==> src/rtl/sd_clk_pkg.sv <==
package sd_clk_pkg;

  localparam int DIV_W = 10;
  localparam int REG_W = 16;

  // control register field positions (software-visible layout)
  localparam int BIT_INT_EN = 0;
  localparam int BIT_STABLE = 1;
  localparam int BIT_SD_EN  = 2;
  localparam int BIT_PROG   = 5;
  localparam int DIV_LO_POS = 8;
  localparam int DIV_HI_POS = 6;

  typedef struct packed {
    logic start;   // begin output from idle, loading configuration
    logic halt;    // stop at the next low phase
  } clk_strobe_t;

  typedef struct packed {
    logic             progSel;
    logic [DIV_W-1:0] divisor;
  } clk_cfg_t;

  function automatic logic [DIV_W-1:0] halfLen(input logic [DIV_W-1:0] d);
    return (d == '0) ? DIV_W'(1) : d;
  endfunction

endpackage

==> src/rtl/sd_clk_ctrl.sv <==
module sd_clk_ctrl
  import sd_clk_pkg::*;
#(
  parameter int                ADDR_W     = 8,
  parameter logic [ADDR_W-1:0] REG_OFFSET = 'h2C,
  parameter int                STABLE_DLY = 8
) (
  input  logic              clk,
  input  logic              rstN,
  input  logic              regWrEn,
  input  logic [ADDR_W-1:0] regAddr,
  input  logic [REG_W-1:0]  regWrData,
  input  logic              dpRunning,
  output logic [REG_W-1:0]  regRdData,
  output clk_cfg_t          cfg,
  output clk_strobe_t       strobe
);

  localparam int CNT_W = $clog2(STABLE_DLY + 1);

  logic [DIV_W-1:0] divReg;
  logic             progReg;
  logic             sdEnReg;
  logic             intEnReg;
  logic             stableReg;
  logic [CNT_W-1:0] stableCnt;
  logic             stableOut;
  logic             wrHit;
  logic             runReq;
  logic             unusedWrBits;

  assign wrHit        = regWrEn && (regAddr == REG_OFFSET);
  assign unusedWrBits = ^{regWrData[4:3], regWrData[BIT_STABLE]};

  // register storage
  always_ff @(posedge clk or negedge rstN) begin
    if (!rstN) begin
      divReg   <= '0;
      progReg  <= 1'b0;
      sdEnReg  <= 1'b0;
      intEnReg <= 1'b0;
    end else if (wrHit) begin
      divReg   <= {regWrData[DIV_HI_POS +: 2], regWrData[DIV_LO_POS +: 8]};
      progReg  <= regWrData[BIT_PROG];
      sdEnReg  <= regWrData[BIT_SD_EN];
      intEnReg <= regWrData[BIT_INT_EN];
    end
  end

  // internal clock settle timer
  always_ff @(posedge clk or negedge rstN) begin
    if (!rstN) begin
      stableCnt <= '0;
      stableReg <= 1'b0;
    end else if (!intEnReg) begin
      stableCnt <= '0;
      stableReg <= 1'b0;
    end else if (stableCnt == CNT_W'(STABLE_DLY - 1)) begin
      stableReg <= 1'b1;
    end else begin
      stableCnt <= stableCnt + 1'b1;
    end
  end

  assign stableOut = stableReg && intEnReg;

  always_comb begin
    regRdData                   = '0;
    regRdData[DIV_LO_POS +: 8]  = divReg[7:0];
    regRdData[DIV_HI_POS +: 2]  = divReg[9:8];
    regRdData[BIT_PROG]         = progReg;
    regRdData[BIT_SD_EN]        = sdEnReg;
    regRdData[BIT_STABLE]       = stableOut;
    regRdData[BIT_INT_EN]       = intEnReg;
  end

  assign runReq       = sdEnReg && stableOut;
  assign strobe.start = runReq && !dpRunning;
  assign strobe.halt  = !runReq;
  assign cfg.divisor  = divReg;
  assign cfg.progSel  = progReg;

  AST_NO_STRAY_WRITE: assert property (@(posedge clk) disable iff (!rstN)
    !wrHit |=> $stable(divReg) && $stable(progReg) && $stable(sdEnReg) && $stable(intEnReg));
  AST_STABLE_NEEDS_EN: assert property (@(posedge clk) disable iff (!rstN)
    $rose(stableReg) |-> $past(intEnReg));
  AST_START_GATED: assert property (@(posedge clk) disable iff (!rstN)
    $rose(dpRunning) |-> $past(sdEnReg && stableOut));

endmodule

==> src/rtl/sd_clk_datapath.sv <==
module sd_clk_datapath
  import sd_clk_pkg::*;
(
  input  logic        clk,
  input  logic        rstN,
  input  clk_strobe_t strobe,
  input  clk_cfg_t    cfg,
  input  logic        multTick,
  output logic        sdClk,
  output logic        running
);

  logic             phase;
  logic             activeProg;
  logic [DIV_W-1:0] halfPer;
  logic [DIV_W-1:0] cnt;
  logic             tick;
  logic             phaseEnd;

  // even-divide mode counts base cycles, programmable mode counts strobes
  assign tick     = activeProg ? multTick : 1'b1;
  assign phaseEnd = tick && (cnt == halfPer - 1'b1);

  always_ff @(posedge clk or negedge rstN) begin
    if (!rstN) begin
      running    <= 1'b0;
      phase      <= 1'b0;
      cnt        <= '0;
      halfPer    <= DIV_W'(1);
      activeProg <= 1'b0;
    end else if (!running) begin
      if (strobe.start) begin
        running    <= 1'b1;
        phase      <= 1'b0;
        cnt        <= '0;
        halfPer    <= halfLen(cfg.divisor);
        activeProg <= cfg.progSel;
      end
    end else if (strobe.halt && !phase) begin
      running <= 1'b0;
      cnt     <= '0;
    end else if (phaseEnd) begin
      cnt   <= '0;
      phase <= ~phase;
    end else if (tick) begin
      cnt <= cnt + 1'b1;
    end
  end

  assign sdClk = phase;

  AST_IDLE_LOW: assert property (@(posedge clk) disable iff (!rstN)
    !running |-> !sdClk);
  AST_STOP_AT_LOW: assert property (@(posedge clk) disable iff (!rstN)
    $fell(running) |-> $past(!phase));
  AST_CFG_FROZEN: assert property (@(posedge clk) disable iff (!rstN)
    running && $past(running) |-> $stable(halfPer) && $stable(activeProg));
  AST_HALF_NONZERO: assert property (@(posedge clk) disable iff (!rstN)
    running |-> halfPer != '0);

endmodule

==> src/rtl/sd_card_clk_gen.sv <==
module sd_card_clk_gen
  import sd_clk_pkg::*;
#(
  parameter int                ADDR_W     = 8,
  parameter logic [ADDR_W-1:0] REG_OFFSET = 'h2C,
  parameter int                STABLE_DLY = 8
) (
  input  logic              clk,
  input  logic              rstN,
  input  logic              regWrEn,
  input  logic [ADDR_W-1:0] regAddr,
  input  logic [REG_W-1:0]  regWrData,
  output logic [REG_W-1:0]  regRdData,
  input  logic              multTick,
  output logic              sdClk
);

  clk_cfg_t    cfg;
  clk_strobe_t strobe;
  logic        dpRunning;

  sd_clk_ctrl #(
    .ADDR_W    (ADDR_W),
    .REG_OFFSET(REG_OFFSET),
    .STABLE_DLY(STABLE_DLY)
  ) u_ctrl (
    .clk      (clk),
    .rstN     (rstN),
    .regWrEn  (regWrEn),
    .regAddr  (regAddr),
    .regWrData(regWrData),
    .dpRunning(dpRunning),
    .regRdData(regRdData),
    .cfg      (cfg),
    .strobe   (strobe)
  );

  sd_clk_datapath u_dp (
    .clk     (clk),
    .rstN    (rstN),
    .strobe  (strobe),
    .cfg     (cfg),
    .multTick(multTick),
    .sdClk   (sdClk),
    .running (dpRunning)
  );

endmodule

==> config.mk <==
export PLATFORM = sky130hd
export DESIGN_NAME = sd_card_clk_gen
export DESIGN_NICKNAME = d
export VERILOG_FILES = /design/src/rtl/sd_clk_pkg.sv /design/src/rtl/sd_clk_ctrl.sv /design/src/rtl/sd_clk_datapath.sv /design/src/rtl/sd_card_clk_gen.sv
export SDC_FILE = /design/constraint.sdc
export NUM_CORES = 1
export LEC_CHECK = 0
export ABC_AREA = 1
export BUFFER_PORTS_ARGS = -buffer_cell sky130_fd_sc_hd__buf_2
export CORE_UTILIZATION = 55
export DETAILED_ROUTE_END_ITERATION = 10
export GPL_TIMING_DRIVEN = 0
export PLACE_DENSITY_LB_ADDON = 0.12
export SYNTH_ARGS = -nofsm -noshare
export SYNTH_HDL_FRONTEND = slang
export SYNTH_SLANG_ARGS = --single-unit
==> constraint.sdc <==
create_clock -name clk -period 2.4 [get_ports clk]
set_clock_uncertainty 0.2 [all_clocks]
set_input_delay 0.48 -clock clk [delete_from_list [all_inputs] [get_ports clk]]
set_output_delay 0.48 -clock clk [all_outputs]
set_load 0.01 [all_outputs]
==> impl_metrics.ini <==
[status]
status = complete, no violations

[power]
p_int_mw = 0.9390
comb_power_share = 0.059
swShare = 0.2297
pwr-share-clk = 0.356
powerDensity_nw_per_um2 = 461.6
p_sw_mw = 0.2800
pwr-share-seq = 0.585
p_leak_nw = 1.470
ir_worst_vdd_v = 0.0003365

[worst_setup_path]
cp_max_fo = 7
reg2reg_to = u_dp.sdClk
ff2ff_setup_slack_ns = 0.22
required_ns = 2.39
cp-start-kind = register
cp.arrival_ns = 2.17
crit_type = register to register
endpoint_kind = register
crit_end = u_dp.sdClk
crit_start = u_dp.halfPer[0]
r2r_cells = 14
reg2reg_from = u_dp.halfPer[0]

[final_layout]
num_antenna_cells = 0
drive_gt1_frac = 0.2301
fill_cells = 350
multi_input_area_um2 = 1067
final_nets = 356
fin_util = 0.6603
syn_to_final_growth_pct = 14.98
ff_latch_area_um2 = 1027
stdcell_count = 376

[placed_design]
dp_cells = 368
dp_hpwl_um = 3344
io_buffers = 39
gp_congestion = 0.8617

[route]
post_drt_wl_per_cell_um = 11.73
wirelength_um = 4412
drtPass1Iterations = 4
vias = 1904
drt_iter0_drc = 64
drcViolationCount = 0
drtAntennaViolNets = 0
viasPerCell = 5.064

[yosys]
ys_types = 34
async_flop_share = 1.000
synth_edf_count = 0
ys_ff_latch = 41
synth_largest_area_cell = dfrtp_1
yosysSeqAreaShare = 0.4472
yosys_warnings = 0
synth_common_cells = 71 x nand2_1, 40 x dfrtp_1, 29 x inv_1, 19 x nand3_1, 17 x nor2_1
synth_cells = 278
synth_top_area_share = 0.4357
synth_most_common_cell = nand2_1
synth.top_cells.by_area = dfrtp_1 44%, nand2_1 12%, mux2_1 4.9%
ys.flop_type = dfrtp_1
avgSynthCellArea_um2 = 8.263
syn_area_um2 = 2297

[clock_network]
cts_sinks = 41
clockBufferDepth = 2
htreeDepth = 2
numCtsBuffers = 5
clkLatencyLatePin_ns = 0.30
clk_pin_slew_worst_paths_ns = 0.08
cts_setup_buffers = 0
post_cts_resized = 0
cts_tree = built
cts_root_buffer = clkbuf_8
ctsHoldBuffers = 0

[global_routing]
grt-busiest-layer = met2
grt_pass1_vias = 1691
met3_usage = 0.05308
use_met2 = 0.3561
gr-usage-met1 = 0.2845
grt_max_degree = 42
grt_pass1_wl_um = 7334
grt_overflow = 0
track_usage = 0.2239
antenna_found_initial = 0

[flow_run]
drv_cap = 0

[sta]
maxSlewViolCount = 0
tightestPinTransition_ns = 0.8988
rsz0062_at_grt = false
fmax_mhz = 459.3
slew_headroom = 0.4008
fin_crit_sh = 0.9071
period_needed_ns = 2.177
hold_viol = 0
setup_violations = 0
fin_tns_setup_ns = 0

[min_path]
hp-class = input pin to async pin

[floorplan]
fp.dieH_um = 66.63
dieArea_um2 = 4439
core_um2 = 4000
die_x_um = 66.63
start_util = 0.5743
num_rows = 23
ios = 45
worst min path at each step:
stage	from	to	slack (ns)	cells after the start
floorplan	rstN	u_ctrl.divReg[0]	-0.02	0
global placement	u_ctrl.stableReg	u_ctrl.stableReg	0.28	2
detailed placement	u_ctrl.stableReg	u_ctrl.stableReg	0.29	2
CTS	rstN	u_dp.cnt[9]	0.14	1
global route	rstN	u_dp.cnt[6]	0.19	1
finish	rstN	u_dp.cnt[6]	0.10	1
cell usage in the layout, fill, tap and decap left out, types with 2 or more instances in the layout:
cell and count:
nand2_1 71, buf_2 42, dfrtp_1 40, inv_1 29, nand3_1 19, nor2_1 17
o21ai_0 12, nand4_1 10, mux2_1 10, xor2_1 9, inv_2 6, buf_4 6
a21oi_1 5, mux2_2 5, clkbuf_8 5, xnor2_1 4, nor2_2 4, o22ai_1 4
clkinv_1 3, nor3_1 3, ha_1 3, clkbuf_1 2, nor4_1 2, conb_1 2
clkinv_2 2
cell type report:
class                      instances  area share
buffer                            10     0.02416
clock buffer                       6     0.02748
clock inverter                     2    0.003790
inverter                          38     0.05400
multi-input combinational        190      0.4041
sequential                        41      0.3889
tap                               50     0.02369
timing repair buffer              39     0.07390
state kept, by name, summed over array words and instances, names as in the netlist:
signal            cells
u_ctrl.divReg        10
u_ctrl.intEnReg       1
u_ctrl.progReg        1
u_ctrl.sdEnReg        1
u_ctrl.stableCnt      4
u_ctrl.stableReg      1
u_dp.activeProg       1
u_dp.cnt             10
u_dp.halfPer         10
u_dp.running          1
u_dp.sdClk            1
metal layers:
layer | part of all wire | vias to the layer above
li1 | - | 991
met1 | 0.47 | 861
met2 | 0.46 | 44
met3 | 0.044 | 8
met4 | 0.020 | 0
met5 | 0 | -
stage by stage:
stage / power [mW] / hold WS, ns / instance area (um2) / worst slack (ns)
6_report: 1.219 / 0.1028 / 2641 / 0.2229
4_1_cts: 1.235 / 0.1387 / 2641 / 0.2159
2_1_floorplan: 0.7534 / -0.01559 / 2301 / 0.3930
5_1_grt: 1.273 / 0.1855 / 2641 / 0.01623
3_5_place_dp: 0.8002 / 0.2879 / 2559 / 0.2241
3_3_place_gp: 0.7987 / 0.2757 / 2559 / 0.2377
kinds of logic after synthesis:
group	after synthesis	synth area share
and+or+nand+nor	132	0.2614
buffers and inverters	48	0.08986
DFF	41	0.4472
AOI/OAI and AO/OA	25	0.06046
muxes	15	0.07353
xor gates and xnor gates	13	0.04956
adders and majority gates	3	0.01634
other	1	0.001632
critical path: stages (launching register included):
cell and delay [ns]:
dfstp_2 0.55, inv_2 0.06, ha_1 0.23, nand2_1 0.09, nand2_1 0.06, nand2_1 0.06
nand2_1 0.05, a21oi_1 0.13, nand2_1 0.10, nor2_2 0.13, nand3_4 0.13, nand2_4 0.13
nand2_1 0.05, nand2_1 0.05, nand2_1 0.05
power by group through the flow:
stage               sequential [mW]  clock, mW  combinational (mW)
floorplan                     0.729          0              0.0247
global placement              0.726          0              0.0722
detailed placement            0.727          0              0.0733
CTS                           0.713      0.448              0.0736
global route                  0.716      0.476              0.0813
finish                        0.713      0.434              0.0714
Note: power is estimated with default switching activity, not from simulation.
